--- src/rtl/pfd_pkg.sv ---
package pfd_pkg;

   // One three-state pump lane: enable plus driven value
   typedef struct packed {
      logic oe;
      logic val;
   } pump_drv_t;

   // Detector memory: which train fired first
   typedef struct packed {
      logic up;
      logic dn;
   } pfd_state_t;

   localparam int unsigned PFD_LANES = 2;   // reference lane 0, feedback lane 1

endpackage

--- src/rtl/pfd_edge.sv ---
// Synchronous rising-edge detector, one register per lane
module pfd_edge #(
   parameter int unsigned LANES = 2
) (
   input  logic             clk,
   input  logic             rst_n,
   input  logic [LANES-1:0] lvl,
   output logic [LANES-1:0] rise
);

   if (LANES < 1) begin : g_bad_lanes
      $error("pfd_edge: LANES must be at least 1");
   end

   for (genvar i = 0; i < LANES; i++) begin : g_lane
      logic prev_q;

      always_ff @(posedge clk or negedge rst_n) begin
         if (!rst_n) prev_q <= 1'b0;
         else        prev_q <= lvl[i];
      end

      assign rise[i] = lvl[i] & ~prev_q;
   end

endmodule

--- src/rtl/pfd_core.sv ---
// Two-flop phase-frequency memory; cleared when both sides have fired
module pfd_core
   import pfd_pkg::*;
(
   input  logic       clk,
   input  logic       rst_n,
   input  logic       hold,
   input  logic       ref_rise,
   input  logic       fb_rise,
   output pfd_state_t st,
   output logic       fire_nx
);

   pfd_state_t st_q, st_nx;
   logic       up_set, dn_set, both;

   always_comb begin
      up_set   = st_q.up | ref_rise;
      dn_set   = st_q.dn | fb_rise;
      both     = up_set & dn_set;
      st_nx.up = ~hold & up_set & ~both;
      st_nx.dn = ~hold & dn_set & ~both;
   end

   always_ff @(posedge clk or negedge rst_n) begin
      if (!rst_n) st_q <= '0;
      else        st_q <= st_nx;
   end

   assign st      = st_q;
   assign fire_nx = st_nx.up | st_nx.dn;

endmodule

--- src/rtl/pfd_lock.sv ---
// Counts quiet reference edges; flag when the count reaches LOCK_CYCLES
module pfd_lock #(
   parameter int unsigned LOCK_CYCLES = 4
) (
   input  logic clk,
   input  logic rst_n,
   input  logic hold,
   input  logic busy,
   input  logic ref_rise,
   output logic locked
);

   localparam int unsigned CNT_W = $clog2(LOCK_CYCLES + 1);
   localparam logic [CNT_W-1:0] CNT_TOP = CNT_W'(LOCK_CYCLES);

   if (LOCK_CYCLES < 1) begin : g_bad_lock
      $error("pfd_lock: LOCK_CYCLES must be at least 1");
   end

   logic [CNT_W-1:0] cnt_q;

   always_ff @(posedge clk or negedge rst_n) begin
      if (!rst_n)                           cnt_q <= '0;
      else if (hold || busy)                cnt_q <= '0;
      else if (ref_rise && cnt_q != CNT_TOP) cnt_q <= cnt_q + 1'b1;
   end

   assign locked = (cnt_q == CNT_TOP);

endmodule

--- src/rtl/pfd_map.sv ---
// Polarity mapping of detector state onto pump lanes and comparator pins
module pfd_map
   import pfd_pkg::*;
#(
   parameter int unsigned PUMPS = 2
) (
   input  pfd_state_t            st,
   input  logic                  pol_sel,
   input  logic                  pwr_save,
   input  logic [PUMPS-1:0]      lane_en,
   output pump_drv_t [PUMPS-1:0] pump,
   output logic                  cmp_dn,
   output logic                  cmp_up_n
);

   if (PUMPS < 1) begin : g_bad_pumps
      $error("pfd_map: PUMPS must be at least 1");
   end

   logic drv_hi, drv_lo;

   always_comb begin
      drv_hi = pol_sel ? st.up : st.dn;
      drv_lo = pol_sel ? st.dn : st.up;
   end

   for (genvar i = 0; i < PUMPS; i++) begin : g_pump
      logic live;
      assign live        = lane_en[i] & ~pwr_save;
      assign pump[i].oe  = live & (drv_hi | drv_lo);
      assign pump[i].val = live & drv_hi;
   end

   assign cmp_dn   = drv_lo;
   assign cmp_up_n = ~drv_hi;

endmodule

--- src/rtl/pfd_polsel.sv ---
module pfd_polsel
   import pfd_pkg::*;
#(
   parameter int unsigned LOCK_CYCLES = 4
) (
   input  logic clk,
   input  logic rst_n,
   input  logic pol_sel,
   input  logic latch_en,
   input  logic pwr_save,
   input  logic ref_div,
   input  logic fb_div,
   output logic pump1_oe,
   output logic pump1_val,
   output logic pump2_oe,
   output logic pump2_val,
   output logic cmp_dn,
   output logic cmp_up_n,
   output logic mon_out,
   output logic lock_det
);

   localparam int unsigned PUMPS = 2;

   logic [PFD_LANES-1:0]  lvl, rise;
   pfd_state_t            st;
   logic                  fire_nx, busy;
   pump_drv_t [PUMPS-1:0] pump;
   logic [PUMPS-1:0]      lane_en;

   assign lvl = {fb_div, ref_div};

   pfd_edge #(.LANES(PFD_LANES)) u_edge (
      .clk   (clk),
      .rst_n (rst_n),
      .lvl   (lvl),
      .rise  (rise)
   );

   pfd_core u_core (
      .clk      (clk),
      .rst_n    (rst_n),
      .hold     (pwr_save),
      .ref_rise (rise[0]),
      .fb_rise  (rise[1]),
      .st       (st),
      .fire_nx  (fire_nx)
   );

   assign busy = st.up | st.dn | fire_nx;

   pfd_lock #(.LOCK_CYCLES(LOCK_CYCLES)) u_lock (
      .clk      (clk),
      .rst_n    (rst_n),
      .hold     (pwr_save),
      .busy     (busy),
      .ref_rise (rise[0]),
      .locked   (lock_det)
   );

   assign lane_en = {latch_en, 1'b1};

   pfd_map #(.PUMPS(PUMPS)) u_map (
      .st       (st),
      .pol_sel  (pol_sel),
      .pwr_save (pwr_save),
      .lane_en  (lane_en),
      .pump     (pump),
      .cmp_dn   (cmp_dn),
      .cmp_up_n (cmp_up_n)
   );

   assign pump1_oe  = pump[0].oe;
   assign pump1_val = pump[0].val;
   assign pump2_oe  = pump[1].oe;
   assign pump2_val = pump[1].val;
   assign mon_out   = pol_sel ? ref_div : fb_div;

endmodule

--- config.mk ---
export PLATFORM = sky130hd
export DESIGN_NAME = pfd_polsel
export DESIGN_NICKNAME = d
export VERILOG_FILES = /design/src/rtl/pfd_pkg.sv /design/src/rtl/pfd_edge.sv /design/src/rtl/pfd_core.sv /design/src/rtl/pfd_lock.sv /design/src/rtl/pfd_map.sv /design/src/rtl/pfd_polsel.sv
export SDC_FILE = /design/constraint.sdc
export NUM_CORES = 1
export LEC_CHECK = 0
export CAP_MARGIN = 10
export CORE_MARGIN = 2
export CORE_UTILIZATION = 28
export DETAILED_ROUTE_END_ITERATION = 16
export PLACE_DENSITY = 0.6
export SYNTH_ARGS = -nofsm -noshare
export SYNTH_HDL_FRONTEND = slang
export SYNTH_SLANG_ARGS = --single-unit
--- constraint.sdc ---
create_clock -name clk -period 1.4 [get_ports clk]
set_clock_uncertainty 0.1 [all_clocks]
set_input_delay 0.14 -clock clk [delete_from_list [all_inputs] [get_ports clk]]
set_output_delay 0.14 -clock clk [all_outputs]
set_load 0.03 [all_outputs]
### Word level (Yosys, flattened, before mapping)

Cells that the tools add are included.

* $add $sub $neg: 1
* equal/unequal tests: 2
* mux-type cells: 5
* bitwise logic cells: 23
* reductions and logical operators: 3

Operators by type and width (count)
* $and A1 B1 Y1: 12
* $mux W3: 2
* $or A1 B1 Y1: 6
* $not A1 Y1: 5
* $add A3 B1 Y3 const B: 1
* $eq A3 B3 Y1 const B: 1
* $mux W1: 3
* $ne A3 B3 Y1 const B: 1
* $reduce_bool A2 Y1: 1
* $logic_and A1 B1 Y1: 1
* $logic_or A1 B1 Y1: 1

* flip-flop bits (word level): 7

### Longest topological paths before layout

* depth in word-level cells: 10
* mapped depth: 6
* gate-level depth less buffers: 6

### Hierarchy

Synthesis repeated with hierarchy kept, for this count alone.

* cells, all modules: 42
* area, all modules: 446.7 sq um

Modules (own cells, without submodules)
* pfd_lock: instances 1, cells each 18, area each 202.7 sq um
* pfd_core: instances 1, cells each 8, area each 86.3 sq um
* pfd_edge: instances 1, cells each 4, area each 77.6 sq um
* pfd_map: instances 1, cells each 9, area each 58.8 sq um
* pfd_polsel: instances 1, cells each 3, area each 21.3 sq um

### Least setup slack after synthesis

Ideal clock, no wire load.

* path kind: reg-to-output
* start point: register u_core.st_q, in the netlist u_core.st[1]
* end point: output port pump1_val
* arrival: 1.325 ns
* path slack: -0.165 ns
* stages on the path, launching flop included: 3
* cell sequence: dfrtp_1 > mux2i_1 > nor2_1

* cells in the longest elaborated chain, start to end: 2

RTL lines
* start, declared: RTL line pfd_core.sv:14 `pfd_state_t st_q, st_nx;`
* start signal, assigned: RTL line pfd_core.sv:27 `else st_q <= st_nx;`
* $mux W1: RTL line pfd_map.sv:23 `drv_hi = pol_sel ? st.up : st.dn;`
* $and A1 B1 Y1: RTL line pfd_map.sv:31 `assign pump[i].val = live & drv_hi;`
* end, declared: RTL line pfd_polsel.sv:14 `output logic pump1_val,`

Every way passes these cells.

### Worst setup path after layout

* start point: register u_core.st_q, in the netlist u_core.st[0]
* end point: output port pump2_val

* cells in the longest elaborated chain, start to end: 2

RTL lines
* $mux W1: RTL line pfd_map.sv:23
* $and A1 B1 Y1: RTL line pfd_map.sv:31
* end, declared: RTL line pfd_polsel.sv:16 `output logic pump2_val,`

Every way passes these cells.

==> metrics.md <==
| Metric | Value |
|---|---|
| Maximum vdd ir drop | 0.351 mV |
| Seq cells post-synth | 7 |
| Slew HR | 0.771 |
| Hold Violations, Final | 0 |
| Post-Syn Instances | 42 |
| GPL Wtd Cong | 0.764 |
| Area Growth Syn to Fin | 57.9% |
| Fmax | 726 MHz |
| Clk slew on worst S/H paths | 0.05 ns |
| Hold Crit Class | in2async |
| I/O Pins | 15 |
| Die ar. | 1800 sq um |
| Number of iterations in the first detailed-routing pass | 2 |
| Vias in the first global route | 364 |
| Status | finished, final reports clean |
| Met3 Use GR | 0.0647 |
| Via density | roughly 4.7 |
| Tmin final | 1.38 ns |
| Met2 Resource Use GR | 0.182 |
| Filler cells | 141 |
| Crit path max fanout | 3 |
| CP required | 1.16 ns |
| Syn Area/Cell | just under 10 sq um |
| Largest area contributor in the netlist | dfrtp_1 |
| Synth top area share | 0.424 |
| CTS Buf Count | 3 |
| Met1 GRT Util | 0.128 |
| Row count | 13 |
| Detailed-route via count | 388 |
| Critical Path Source Type | register |
| Net Count, Synth | 51 |
| Worst-Skew Late Latency | 0.25 ns |
| Dpl hpwl | between 600 and 700 um |
| Core Area | between 1000 and 1500 sq um |
| Reg2Reg Setup Slack | 0.07 ns |
| Sink Count | 7 |
| GRT busiest layer | met2 |
| Wirelength per Cell | 10.5 um |
| Commonest non-fill, non-tap cell in the layout | buf_4 |
| Grt ovf | 0 |
| Port Buf Inserts | 14 |
| Yosys warning count | 0 |
| Fin crit share | 0.984 |
| Crit path max-delay cell type | dfrtp_1 |
| DRT iter0 DRCs | 1 |
| Post-route DRC | 0 |
| Commonest non-fill, non-tap cells in the layout | buf_4 (13), nor2_1 (7), dfrtp_1 (7) |
| Die Span X | 42.4 um |
| Final ANT Viol Nets | 0 |
| H-tree depth | 1 |
| Worst EP arrival | 1.14 ns |
| Layout cells sized above 1 | 0.471 |
| Worst slew pin tran | 0.342 ns |
| Nets | 78 |
| Synthesized area | roughly 410 sq um |
| Leading post-synthesis cells by cell area | dfrtp_1 (42%), nor2_1 (7.3%), ha_1 (6.1%) |
| Fin area | 652 sq um |
| First-pass GRT wire length | 1520 um |
| Power per cell area | ~790 nW/um^2 |
| Initial antenna violation count | 0 |
| Root buffer cell | clkbuf_4 |
| Type of the worst setup path | reg2out |
| Deepest clock path buffer count | 2 |
| Hold_buf cts | 0 |
| Placed Area | 613 sq um |
| Worst path most repeated cell | buf_4 |
| N_diodes | 0 |
| Max-cap viol count | 0 |
| Register area share after synthesis | 0.424 |
| Initial Util | 0.310 |
| RSZ-0062 raised after global routing | true |
| Post-Route WL | slightly below 900 um |
| All-Layer GR Usage | 0.117 |
| Critical path endpoint category | primary output |
| Netlist cell types | 21 |
| CP cell instances | mux2i_2 -> buf_4 -> nor2_1 -> buf_4 |
| Die height | 42.4 um |
| CP peak stage delay | between 0.3 and 0.4 ns |
| Final setup violating endpoints | 0 |
| Slew Limit Fails | 0 |
| TritonCTS clock tree | done |
| Worst hold slack | 0.0612 ns |
| Total leakage power | 0.296 nW |
| Pin count of the biggest net entering global routing | 8 |
[registers in the layout, summed over array words and instances (netlist names)]
name	flops
u_edge.g_lane.prev_q	2
u_lock.cnt_q	3
u_core.st	2
[worst paths after layout]
kind / cells after the start / endpoint / start
setup / recovery: 4 / pump2_val / u_core.st[0]
hold / removal: 1 / u_lock.cnt_q[0] / rst_n
setup reg to reg: 3 / u_lock.cnt_q[2] / u_core.st[0]
hold reg to reg: 3 / u_core.st[0] / u_edge.g_lane[1].prev_q
max in group asynchronous: 1 / u_core.st[1] / rst_n
min in group clk: 2 / u_edge.g_lane[1].prev_q / fb_div
[critical path: cells and delay by family (launching register included)]
| kind | cells | cell delay (ns) |
|---|---|---|
| buffers and inverters | 2 | 0.30 |
| multiplexers | 1 | 0.17 |
| AND/OR/NAND/NOR | 1 | 0.03 |
| flip-flops | 1 | 0.39 |
[per-layer routing]
metal / wire length (um) / vias up
li1: - / 203
met1: 377 / 178
met2: 456 / 7
met3: 37 / 0
met4: 0 / 0
met5: 0 / -
[report_power, final]
group	total [mW]	leakage [nW]	switching, mW	internal [mW]
registers	0.214	0.0921	0.00411	0.209
clock network	0.179	0.0150	0.0705	0.108
logic	0.119	0.189	0.0611	0.0582
[timing repair]
item,4_1_cts,5_1_grt
gates resized for setup,24,4
buffers inserted,2,0
pin swaps,0,1
setup endpoints to repair,6,6
[cell families (layout without fill, tap and decap cells)]
family,after synthesis,in the layout,synth area share
flip-flops,7,7,0.424
multiplexers,3,3,0.0788
buffers and inverters,2,28,0.0182
AND/OR/NAND/NOR,22,22,0.318
AO/OA/AOI/OAI,6,6,0.100
adder cells (fa/ha/maj),2,2,0.0606
[cell usage after synthesis (all sizes together)]
| cell type | number |
|---|---|
| nor2 | 9 |
| dfrtp | 7 |
| a21oi | 4 |
| and2 | 2 |
| ha | 2 |
| inv | 2 |
| mux2 | 2 |
| nand3b | 2 |
| nor4 | 2 |
| o21ai | 2 |
| and2b | 1 |
| and4bb | 1 |
| mux2i | 1 |
| nand2 | 1 |
| nand2b | 1 |
| nor2b | 1 |
| nor3 | 1 |
| or3 | 1 |
[metrics by stage]
step / total power, mW / utilization / worst slack (ns) / cells / setup TNS, ns
after floorplan: 0.276 / - / 0.0450 / 42 / 0
after global routing: 0.557 / 0.489 / -0.0809 / 83 / -0.203
after global placement: 0.336 / 0.460 / -0.459 / 77 / -2.20
after detailed placement: 0.337 / 0.460 / -0.460 / 77 / -2.22
final: 0.512 / 0.489 / 0.0222 / 83 / 0
after CTS: 0.524 / 0.481 / -0.00371 / 83 / -0.00371
[cell type report]
type                    instances  area (sq um)  share of cell area
well taps                      15          18.8              0.0288
multi-input cells              33           246               0.378
inverters                       2          7.51              0.0115
flip-flops and latches          7           175               0.269
repair buffers                 22           178               0.273
clock buffers                   4          26.3              0.0403
No activity file was read; power rests on OpenSTA's default activity.
